`src/rtl/gtw_pkg.sv`:
```
package gtw_pkg;

    localparam int DW    = 32;
    localparam int AW    = 6;
    localparam int NSLOT = 6;
    localparam int NDATA = 5;

    localparam logic [AW-1:0] A_CNT_LO = 6'h00;
    localparam logic [AW-1:0] A_CNT_HI = 6'h04;
    localparam logic [AW-1:0] A_CNT_WS = 6'h08;
    localparam logic [AW-1:0] A_CMP_LO = 6'h10;
    localparam logic [AW-1:0] A_CMP_HI = 6'h14;
    localparam logic [AW-1:0] A_INCR   = 6'h18;
    localparam logic [AW-1:0] A_CTRL   = 6'h1C;
    localparam logic [AW-1:0] A_INT_ST = 6'h20;
    localparam logic [AW-1:0] A_INT_EN = 6'h24;
    localparam logic [AW-1:0] A_G_WS   = 6'h28;

    // slot order: counter status bits take slots 0..1, global status 2..5
    typedef enum logic [2:0] {
        S_CNT_LO = 3'd0,
        S_CNT_HI = 3'd1,
        S_CMP_LO = 3'd2,
        S_CMP_HI = 3'd3,
        S_INCR   = 3'd4,
        S_CTRL   = 3'd5
    } slot_e;

    typedef struct packed {
        logic auto_inc;
        logic cmp_en;
        logic start;
    } ctrl_t;

    localparam int CTRL_W = $bits(ctrl_t);

    function automatic logic [AW-1:0] slot_addr(input int s);
        case (s)
            0:       return A_CNT_LO;
            1:       return A_CNT_HI;
            2:       return A_CMP_LO;
            3:       return A_CMP_HI;
            4:       return A_INCR;
            default: return A_CTRL;
        endcase
    endfunction

endpackage

```
`src/rtl/gtw_wr_slot.sv`:
```
module gtw_wr_slot #(
    parameter int W   = 32,
    parameter int LAT = 4
) (
    input  logic         clk,
    input  logic         rst,
    input  logic         load,
    input  logic [W-1:0] din,
    output logic         commit,
    output logic [W-1:0] dout
);
    localparam int CW = (LAT > 1) ? $clog2(LAT) : 1;
    localparam logic [CW-1:0] CNT_INIT = CW'(LAT - 1);

    logic          busy_q;
    logic [CW-1:0] wait_q;
    logic [W-1:0]  data_q;

    // a fresh load cancels a commit due in the same cycle and restarts the wait
    assign commit = busy_q && (wait_q == '0) && !load;
    assign dout   = data_q;

    always_ff @(posedge clk) begin
        if (rst) begin
            busy_q <= 1'b0;
            wait_q <= '0;
            data_q <= '0;
        end else if (load) begin
            busy_q <= 1'b1;
            wait_q <= CNT_INIT;
            data_q <= din;
        end else if (commit) begin
            busy_q <= 1'b0;
        end else if (busy_q) begin
            wait_q <= wait_q - 1'b1;
        end
    end

    generate
        if (LAT > 1) begin : g_early
            // nothing lands in the cycle right after a write is taken
            assert_no_early_R3: assert property (@(posedge clk) disable iff (rst)
                load |=> !commit);
        end
    endgenerate

endmodule

```
`src/rtl/gtw_timer_core.sv`:
```
module gtw_timer_core
    import gtw_pkg::*;
(
    input  logic              clk,
    input  logic              rst,
    input  logic              tick_en,
    input  logic [NSLOT-1:0]  commit,
    input  logic [DW-1:0]     cnt_lo_d,
    input  logic [DW-1:0]     cnt_hi_d,
    input  logic [DW-1:0]     cmp_lo_d,
    input  logic [DW-1:0]     cmp_hi_d,
    input  logic [DW-1:0]     incr_d,
    input  ctrl_t             ctrl_d,
    output logic [2*DW-1:0]   cnt,
    output logic [2*DW-1:0]   cmp,
    output logic [DW-1:0]     incr,
    output ctrl_t             ctrl,
    output logic              match
);
    logic [2*DW-1:0] cnt_q, cmp_q, cnt_inc;
    logic [DW-1:0]   incr_q;
    ctrl_t           ctrl_q;
    logic            cnt_wr, cmp_wr, counting;

    assign cnt_wr   = commit[S_CNT_LO] | commit[S_CNT_HI];
    assign cmp_wr   = commit[S_CMP_LO] | commit[S_CMP_HI];
    assign counting = ctrl_q.start & tick_en & ~cnt_wr;
    assign cnt_inc  = cnt_q + 1'b1;
    assign match    = counting & ctrl_q.cmp_en & (cnt_inc == cmp_q);

    always_ff @(posedge clk) begin
        if (rst) begin
            cnt_q  <= '0;
            cmp_q  <= '0;
            incr_q <= '0;
            ctrl_q <= '0;
        end else begin
            if (cnt_wr) begin
                if (commit[S_CNT_LO]) cnt_q[DW-1:0]    <= cnt_lo_d;
                if (commit[S_CNT_HI]) cnt_q[2*DW-1:DW] <= cnt_hi_d;
            end else if (counting) begin
                cnt_q <= cnt_inc;
            end

            if (cmp_wr) begin
                if (commit[S_CMP_LO]) cmp_q[DW-1:0]    <= cmp_lo_d;
                if (commit[S_CMP_HI]) cmp_q[2*DW-1:DW] <= cmp_hi_d;
            end else if (match && ctrl_q.auto_inc) begin
                cmp_q <= cmp_q + {{DW{1'b0}}, incr_q};
            end

            if (commit[S_INCR]) incr_q <= incr_d;
            if (commit[S_CTRL]) ctrl_q <= ctrl_d;
        end
    end

    assign cnt  = cnt_q;
    assign cmp  = cmp_q;
    assign incr = incr_q;
    assign ctrl = ctrl_q;

    // no tick, no start or no landed write leaves the count alone
    assert_count_hold_R7: assert property (@(posedge clk) disable iff (rst)
        (!(ctrl_q.start && tick_en) && !cnt_wr) |=> $stable(cnt_q));

    // a counting step from all ones lands on zero
    assert_wrap_R6: assert property (@(posedge clk) disable iff (rst)
        (cnt_q == '1 && ctrl_q.start && tick_en && !cnt_wr) |=> (cnt_q == '0));

    // one-shot mode leaves the comparator where it was
    assert_oneshot_R8: assert property (@(posedge clk) disable iff (rst)
        (match && !ctrl_q.auto_inc && !cmp_wr) |=> $stable(cmp_q));

endmodule

```
`src/rtl/gtw_status.sv`:
```
module gtw_status
    import gtw_pkg::*;
(
    input  logic             clk,
    input  logic             rst,
    input  logic [NSLOT-1:0] commit,
    input  logic             wr_cnt_ws,
    input  logic             wr_g_ws,
    input  logic             wr_int_st,
    input  logic             wr_int_en,
    input  logic [3:0]       wbits,
    input  logic             match,
    output logic [1:0]       cnt_ws,
    output logic [3:0]       g_ws,
    output logic             int_st,
    output logic             int_en,
    output logic             irq
);
    logic [1:0] cnt_ws_q, cnt_clr;
    logic [3:0] g_ws_q, g_clr;
    logic       int_st_q, int_en_q, int_clr;

    assign cnt_clr = wr_cnt_ws ? wbits[1:0] : 2'b00;
    assign g_clr   = wr_g_ws   ? wbits     : 4'b0000;
    assign int_clr = wr_int_st & wbits[0];

    always_ff @(posedge clk) begin
        if (rst) begin
            cnt_ws_q <= '0;
            g_ws_q   <= '0;
            int_st_q <= 1'b0;
            int_en_q <= 1'b0;
        end else begin
            cnt_ws_q <= (cnt_ws_q & ~cnt_clr) | commit[S_CNT_HI:S_CNT_LO];
            g_ws_q   <= (g_ws_q & ~g_clr) | commit[S_CTRL:S_CMP_LO];
            int_st_q <= (int_st_q & ~int_clr) | match;
            if (wr_int_en) int_en_q <= wbits[0];
        end
    end

    assign cnt_ws = cnt_ws_q;
    assign g_ws   = g_ws_q;
    assign int_st = int_st_q;
    assign int_en = int_en_q;
    assign irq    = int_st_q & int_en_q;

    generate
        for (genvar i = 0; i < 4; i++) begin : g_chk
            // a global status bit only drops after a one was written there
            assert_wstat_sticky_R4: assert property (@(posedge clk) disable iff (rst)
                $fell(g_ws_q[i]) |-> $past(g_clr[i]));
            // a global status bit only rises with its register landing
            assert_wstat_rise_R4: assert property (@(posedge clk) disable iff (rst)
                $rose(g_ws_q[i]) |-> $past(commit[i+2]));
        end
    endgenerate

    // the interrupt status only drops after a clear write
    assert_int_sticky_R10: assert property (@(posedge clk) disable iff (rst)
        $fell(int_st_q) |-> $past(int_clr));

endmodule

```
`src/rtl/gtimer_wack.sv`:
```
module gtimer_wack
    import gtw_pkg::*;
#(
    parameter int LAT = 4
) (
    input  logic          clk,
    input  logic          rst,
    input  logic          tick_en,
    input  logic          wr_en,
    input  logic [AW-1:0] addr,
    input  logic [DW-1:0] wdata,
    output logic [DW-1:0] rdata,
    output logic          irq
);
    logic [NSLOT-1:0]     hit, commit;
    logic [DW-1:0]        sdata [NDATA];
    ctrl_t                ctrl_d, ctrl;
    logic [2*DW-1:0]      cnt, cmp;
    logic [DW-1:0]        incr;
    logic                 match, int_st, int_en;
    logic [1:0]           cnt_ws;
    logic [3:0]           g_ws;
    logic [CTRL_W-1:0]    ctrl_raw;

    generate
        for (genvar i = 0; i < NSLOT; i++) begin : g_hit
            assign hit[i] = wr_en && (addr == slot_addr(i));
        end
        for (genvar i = 0; i < NDATA; i++) begin : g_slot
            gtw_wr_slot #(.W(DW), .LAT(LAT)) i_slot (
                .clk    (clk),
                .rst    (rst),
                .load   (hit[i]),
                .din    (wdata),
                .commit (commit[i]),
                .dout   (sdata[i])
            );
        end
    endgenerate

    gtw_wr_slot #(.W(CTRL_W), .LAT(LAT)) i_ctrl_slot (
        .clk    (clk),
        .rst    (rst),
        .load   (hit[S_CTRL]),
        .din    (wdata[CTRL_W-1:0]),
        .commit (commit[S_CTRL]),
        .dout   (ctrl_raw)
    );
    assign ctrl_d = ctrl_t'(ctrl_raw);

    gtw_timer_core i_core (
        .clk      (clk),
        .rst      (rst),
        .tick_en  (tick_en),
        .commit   (commit),
        .cnt_lo_d (sdata[S_CNT_LO]),
        .cnt_hi_d (sdata[S_CNT_HI]),
        .cmp_lo_d (sdata[S_CMP_LO]),
        .cmp_hi_d (sdata[S_CMP_HI]),
        .incr_d   (sdata[S_INCR]),
        .ctrl_d   (ctrl_d),
        .cnt      (cnt),
        .cmp      (cmp),
        .incr     (incr),
        .ctrl     (ctrl),
        .match    (match)
    );

    gtw_status i_status (
        .clk       (clk),
        .rst       (rst),
        .commit    (commit),
        .wr_cnt_ws (wr_en && addr == A_CNT_WS),
        .wr_g_ws   (wr_en && addr == A_G_WS),
        .wr_int_st (wr_en && addr == A_INT_ST),
        .wr_int_en (wr_en && addr == A_INT_EN),
        .wbits     (wdata[3:0]),
        .match     (match),
        .cnt_ws    (cnt_ws),
        .g_ws      (g_ws),
        .int_st    (int_st),
        .int_en    (int_en),
        .irq       (irq)
    );

    always_comb begin
        case (addr)
            A_CNT_LO: rdata = cnt[DW-1:0];
            A_CNT_HI: rdata = cnt[2*DW-1:DW];
            A_CNT_WS: rdata = {{(DW-2){1'b0}}, cnt_ws};
            A_CMP_LO: rdata = cmp[DW-1:0];
            A_CMP_HI: rdata = cmp[2*DW-1:DW];
            A_INCR:   rdata = incr;
            A_CTRL:   rdata = {{(DW-CTRL_W){1'b0}}, ctrl};
            A_INT_ST: rdata = {{(DW-1){1'b0}}, int_st};
            A_INT_EN: rdata = {{(DW-1){1'b0}}, int_en};
            A_G_WS:   rdata = {{(DW-4){1'b0}}, g_ws};
            default:  rdata = '0;
        endcase
    end

endmodule

```
`config.mk`:
```
export PLATFORM = sky130hd
export DESIGN_NAME = gtimer_wack
export DESIGN_NICKNAME = d
export VERILOG_FILES = /design/src/rtl/gtw_pkg.sv /design/src/rtl/gtw_wr_slot.sv /design/src/rtl/gtw_timer_core.sv /design/src/rtl/gtw_status.sv /design/src/rtl/gtimer_wack.sv
export SDC_FILE = /design/constraint.sdc
export NUM_CORES = 1
export LEC_CHECK = 0
export ABC_AREA = 1
export BUFFER_PORTS_ARGS = -buffer_cell sky130_fd_sc_hd__buf_2
export CAP_MARGIN = 30
export CORE_AREA = 2 2 202 204
export DETAILED_ROUTE_END_ITERATION = 7
export DIE_AREA = 0 0 204 206
export GPL_TIMING_DRIVEN = 1
export PLACE_DENSITY = 0.79
export SLEW_MARGIN = 20
export SYNTH_ARGS = -nofsm -noshare
export SYNTH_HDL_FRONTEND = slang
export SYNTH_SLANG_ARGS = --single-unit
export TNS_END_PERCENT = 1
```
`constraint.sdc`:
```
create_clock -name clk -period 4.25 [get_ports clk]
set_clock_uncertainty 0.05 [all_clocks]
set_input_delay 1.275 -clock clk [delete_from_list [all_inputs] [get_ports clk]]
set_output_delay 1.275 -clock clk [all_outputs]
set_load 0.03 [all_outputs]
```
# Yosys cells after proc, flatten, opt, wreduce, memory -nomap -nowiden
# Index checks and enable logic that the tools add are counted.
# word_totals
ff_bits	352
latch_bits	0
ram_bits	0
rom_bits	0
input_bits	42
output_inout_bits	33
wordCells	177
mem_count	0
# op_classes
add_sub_neg	8
mul	0
n_div	0
magnitude_cmp	0
eq_ne	20
shifts	0
muxes	41
bitwise	18
reduce_logical	60
# ops
op	n
$pmux W32 S10	1
$mux W64	4
$mux W32	4
$add A64 B1 Y64 const B	1
$add A64 B32 Y64	1
$eq A64 B64 Y1	1
$mux W2	19
$reduce_bool A2 Y1	14
$eq A6 B5 Y1 const B	4
$logic_and A1 B1 Y1	23
$reduce_and A2 Y1	10
$eq A6 B6 Y1 const B	3
$logic_not A2 Y1	6
$mux W1	12
$ne A2 B1 Y1 const B	6
$sub A2 B1 Y2 const B	6
$ne A2 B2 Y1 const B	4
$and A1 B1 Y1	7
$eq A6 B3 Y1 const B	1
$eq A6 B4 Y1 const B	1
$logic_not A1 Y1	6
$logic_not A6 Y1	1
$and A4 B4 Y4	1
$mux W4	1
7 further kinds	10

# Depth between registers and ports, before layout
# depth
ltp_word	12
mapped_depth	21
ltp_nobuf	21

# Cells and area by module
# Synthesis repeated with hierarchy kept, for this count alone.
# hier_totals
cells_unflattened	3728
hier_area_um2	23354.9
# modules_own_cells
mod	instances	cells_per_inst	area_each_um2	seq_area_each_um2
gtw_timer_core	1	2492	14166.1	3263.1
gtw_wr_slot at g_slot[0].i_slot ...	5	160	1382.6	700.7
gtimer_wack	1	360	1704.1	0.0
gtw_status	1	43	330.3	160.2
gtw_wr_slot at i_ctrl_slot	1	33	241.5	120.1

# Worst setup path before layout
# No wires, ideal clock.
# synth_timing
kind	in2out
from	input port addr[1]
to	output port rdata[3]
arrival_ps	3011
required_ps	2925
slack_ps	-86
path_stages	10
n_path_buf	1
cell_sequence	nor2_1 inv_1 nor3_1 inv_1 nor2_2 inv_2 clkbuf_1 o22ai_1 a21oi_1 o211ai_1
# synth_between
elab_chain_cells	2
elab_cells_between_ends	11
classes_between	eq/ne: 9; mux: 1; reduce/logical: 1
# synth_lines
item	line	rtl
start: declaration	gtimer_wack.sv:10	input logic [AW-1:0] addr,
$eq A6 B6 Y1 (tied with other cells)	gtimer_wack.sv:87	case (addr)
$pmux W32 S10 (*)	gtimer_wack.sv:87	
end: declaration	gtimer_wack.sv:12	output logic [DW-1:0] rdata,
# Mark *: on every way between the ends. The rest lies on a longest branch, timed or not.

# Final worst setup path
# layout_timing
from	input port addr[1]
to	output port rdata[2]
# The elaborated chain is that of the path after synthesis.

==> qor.yml <==
cts:
  cts.path.max_buffers: 3
  cts_hold_repair.buffers: 0
  ctsHtreeMaxLevel: 2
  cts_tree: "done"
  clock_sinks: 352
  clkSlewWorstSetupHoldPaths_ns: 0.06
  cts_buffers: 40
  clockRootBuffer: "clkbuf_16"
  clk_latency_ns: 0.60
die:
  rows: 74
  core_mm2: 0.0402
  initial_core_util: 0.541
  die_w_um: 204
  die_h_um: 206
  dieArea_mm2: 0.0420
  ios: 75
worst_setup_path:
  rrSetupSlack_ns: 0.30
  r2r.worst_path.cells: 20
  path_max_fanout: 8
  start_kind: "input port"
  r2r_end: "i_core.cmp[9]$_SDFFE_PP0P_"
  cp-end-kind: "output pin"
  crit_arrival_ns: 2.89
  rr_startpoint: "i_core.cnt[15]$_SDFFE_PP0P_"
  critical_path_class: "in2out"
  cp.required_ns: 2.92
logic_synthesis:
  synth_top_area_cell: "dfxtp_1"
  netlist_area_mm2: 0.0217
  synth_edf_count: 0
  synth_area_leaders: "dfxtp_1, nand2_1, nor2_1"
  postSynthAreaPerCell_um2: 6.23
  synth_ff_type: "dfxtp_1"
  seq_area_frac_synth: 0.324
  synthArstFlopShare: 0
  synth_cells: 3488
  synth_top_area_frac: 0.324
  synth_cell_types: 50
  synth_nets: 3570
  yosys_warnings: 0
  ys_ff_latch: 352
power_and_ir_drop:
  ir_drop_uv: 318
  p_seq_frac: 0.463
  p_switching_uw: 1800
  power.leakage_uw: 0.0101
  swShare: 0.249
  power.internal_uw: 5420
  power_density_mw_per_mm2: 298
  comb_power_share: 0.042
  power.share.clock: 0.495
  total_power_uw: 7220
drt:
  wire_per_inst_um: 25.1
  postRouteAntennaNets: 0
  vias: 25000
  drt_iter0_markers: 3473
  via_per_inst: 6.12
  firstDrtPassIters: 7
  drc_errors: 0
  wl_um: 103000
sta:
  rsz0062_at_grt: "true"
  layout_min_cycle_time_ns: 4.21
  whs_ns: 0.414
  maxSlewHeadroom: 0.366
  finalHoldViolCount: 0
  fmax_mhz: 237
  worst_pin_slew_ns: 0.952
  slew_viol_final: 0
  finalSetupViolCount: 0
  post-route-period-util: 0.991
grt:
  grt_usage: 0.481
  grt_max_degree: 84
  grt_pass1_vias: 22300
  grt_first_pass_wirelength_um: 146000
  antenna_found_initial: 2
  gr-total-overflow: 0
min_path:
  whs_endpoint: "g_slot[3].i_slot.wait_q[0]$_SDFFE_PP0P_"
  min-delay-path-class: "reg2reg"
  hold_depth: 2
  holdCritStartpoint: "g_slot[3].i_slot.wait_q[0]$_SDFFE_PP0P_"
placed_design:
  io_buffer_count: 74
  post-dp-hpwl_um: 80300
  gp_congestion: 1.13
finish:
  drive_above_1_share: 0.0861
  antenna_cells: 0
  nets: 3605
  nFillCells: 4017
  synthToLayoutAreaGrowth_pct: 11.6
run:
  max-cap-violations: 0
outcome:
  status: "finished clean"
registers in the layout, indices dropped and copies added (netlist names):
register / count
g_slot.i_slot.dout: 160
i_status.g_ws: 4
g_slot.i_slot.busy_q: 5
i_core.incr: 32
i_ctrl_slot.wait_q: 2
i_core.cnt: 64
i_core.ctrl: 3
i_ctrl_slot.busy_q: 1
i_core.cmp: 64
g_slot.i_slot.wait_q: 10
i_status.cnt_ws: 2
i_status.int_en: 1
i_ctrl_slot.dout: 3
i_status.int_st: 1
cell type report:
type | instances | area [um2] | area share
multi-input cells | 2622 | 12700 | 0.526
flip-flops and latches | 352 | 7050 | 0.291
clock buffers | 52 | 1100 | 0.0452
repair buffers | 148 | 1100 | 0.0455
clock inverters | 19 | 234 | 0.00965
well taps | 532 | 666 | 0.0275
inverters | 359 | 1360 | 0.0559
cell usage in the layout, fill, tap and decap left out, types with 24 or more instances in the layout:
| cell | count |
|---|---|
| ha_1 | 39 |
| nand2_1 | 799 |
| inv_1 | 347 |
| a21oi_1 | 274 |
| o21ai_0 | 344 |
| nor2_1 | 575 |
| clkbuf_16 | 40 |
| dfxtp_1 | 352 |
| o221ai_1 | 28 |
| o22ai_1 | 25 |
| a31oi_1 | 24 |
| a21oi_2 | 30 |
| nand3_1 | 225 |
| buf_2 | 71 |
| xor2_1 | 39 |
| buf_4 | 63 |
| nand4_1 | 26 |
synthesized netlist by cell type (8+ instances only):
library cell    n
a221oi_1       18
o21ai_1         9
clkbuf_1      121
buf_2          14
a21oi_1       274
o21ai_0       344
o221ai_1       28
a211oi_1        9
o21bai_1        9
nor2_2         17
inv_1         350
dfxtp_1       352
nand2_1       801
nor2_4          8
a31oi_1        24
xor2_1         39
nand4_1        26
nand2_2        10
nor2_1        579
a21oi_2        30
o22ai_1        25
ha_1           39
nand3b_1       11
nor3_1         24
nand3_1       226
buf_1          11
nor4_1         12
xnor2_1         9
cells by family (layout without fill, tap and decap cells):
family          after synthesis  count (layout)  synth area share
simple gates               1731            1731             0.328
compound gates              789             789             0.202
buf+inv                     514             578            0.0920
flops                       352             352             0.324
xor+xnor                     55              55            0.0267
fa+ha+maj                    40              40            0.0234
mux                           7               7           0.00322
timing repair:
| action | in CTS | in global routing |
|---|---|---|
| gates resized for setup | 0 | 7 |
| setup endpoints to repair | 0 | 27 |
| buffers inserted | 0 | 0 |
per-stage QoR:
stage	TNS, ns	worst slack [ns]	utilization	instances	cell area [um2]
6_report	0	0.0369	0.603	4084	24200
5_1_grt	-0.0846	-0.0425	0.603	4084	24200
4_1_cts	0	0.0399	0.602	4083	24200
3_5_place_dp	0	0.0394	0.569	4012	22900
3_3_place_gp	0	0.0677	0.569	4012	22900
2_1_floorplan	-0.0687	-0.0687	-	3488	21700
worst max path at each step:
stage / start / to / slack [ns] / cells after the start
global route: addr[2] / rdata[28] / -0.04 / 11
CTS: addr[2] / rdata[27] / 0.04 / 11
global placement: addr[1] / rdata[1] / 0.07 / 12
detailed placement: addr[2] / rdata[27] / 0.04 / 11
floorplan: addr[1] / rdata[28] / -0.07 / 7
finish: addr[1] / rdata[2] / 0.04 / 12
power groups by stage:
stage / registers (uW) / clock network [uW] / logic, uW
after floorplan: 3400 / 0 / 149
after detailed placement: 3410 / 0 / 284
final: 3340 / 3580 / 300
after CTS: 3340 / 3570 / 285
after global routing: 3340 / 3690 / 316
after global placement: 3410 / 0 / 283
worst max-delay path, cell delays in order:
cell and delay [ns]:
buf_2 0.10, nor2_2 0.16, inv_1 0.08, nor3_2 0.15, inv_1 0.07, nor2_2 0.17, buf_4 0.25, a22oi_1 0.09
o21ai_0 0.12, a221oi_1 0.08, o221ai_1 0.10, buf_2 0.24
layer usage:
metal  up-vias  wire (um)  track usage
met5         -          0      0.00357
met2      1676      41200        0.698
met4         0       9440        0.368
li1      11500          -            -
met1     11400      39000        0.613
met3       382      13000        0.117
Note: power is estimated with default switching activity, not from simulation.
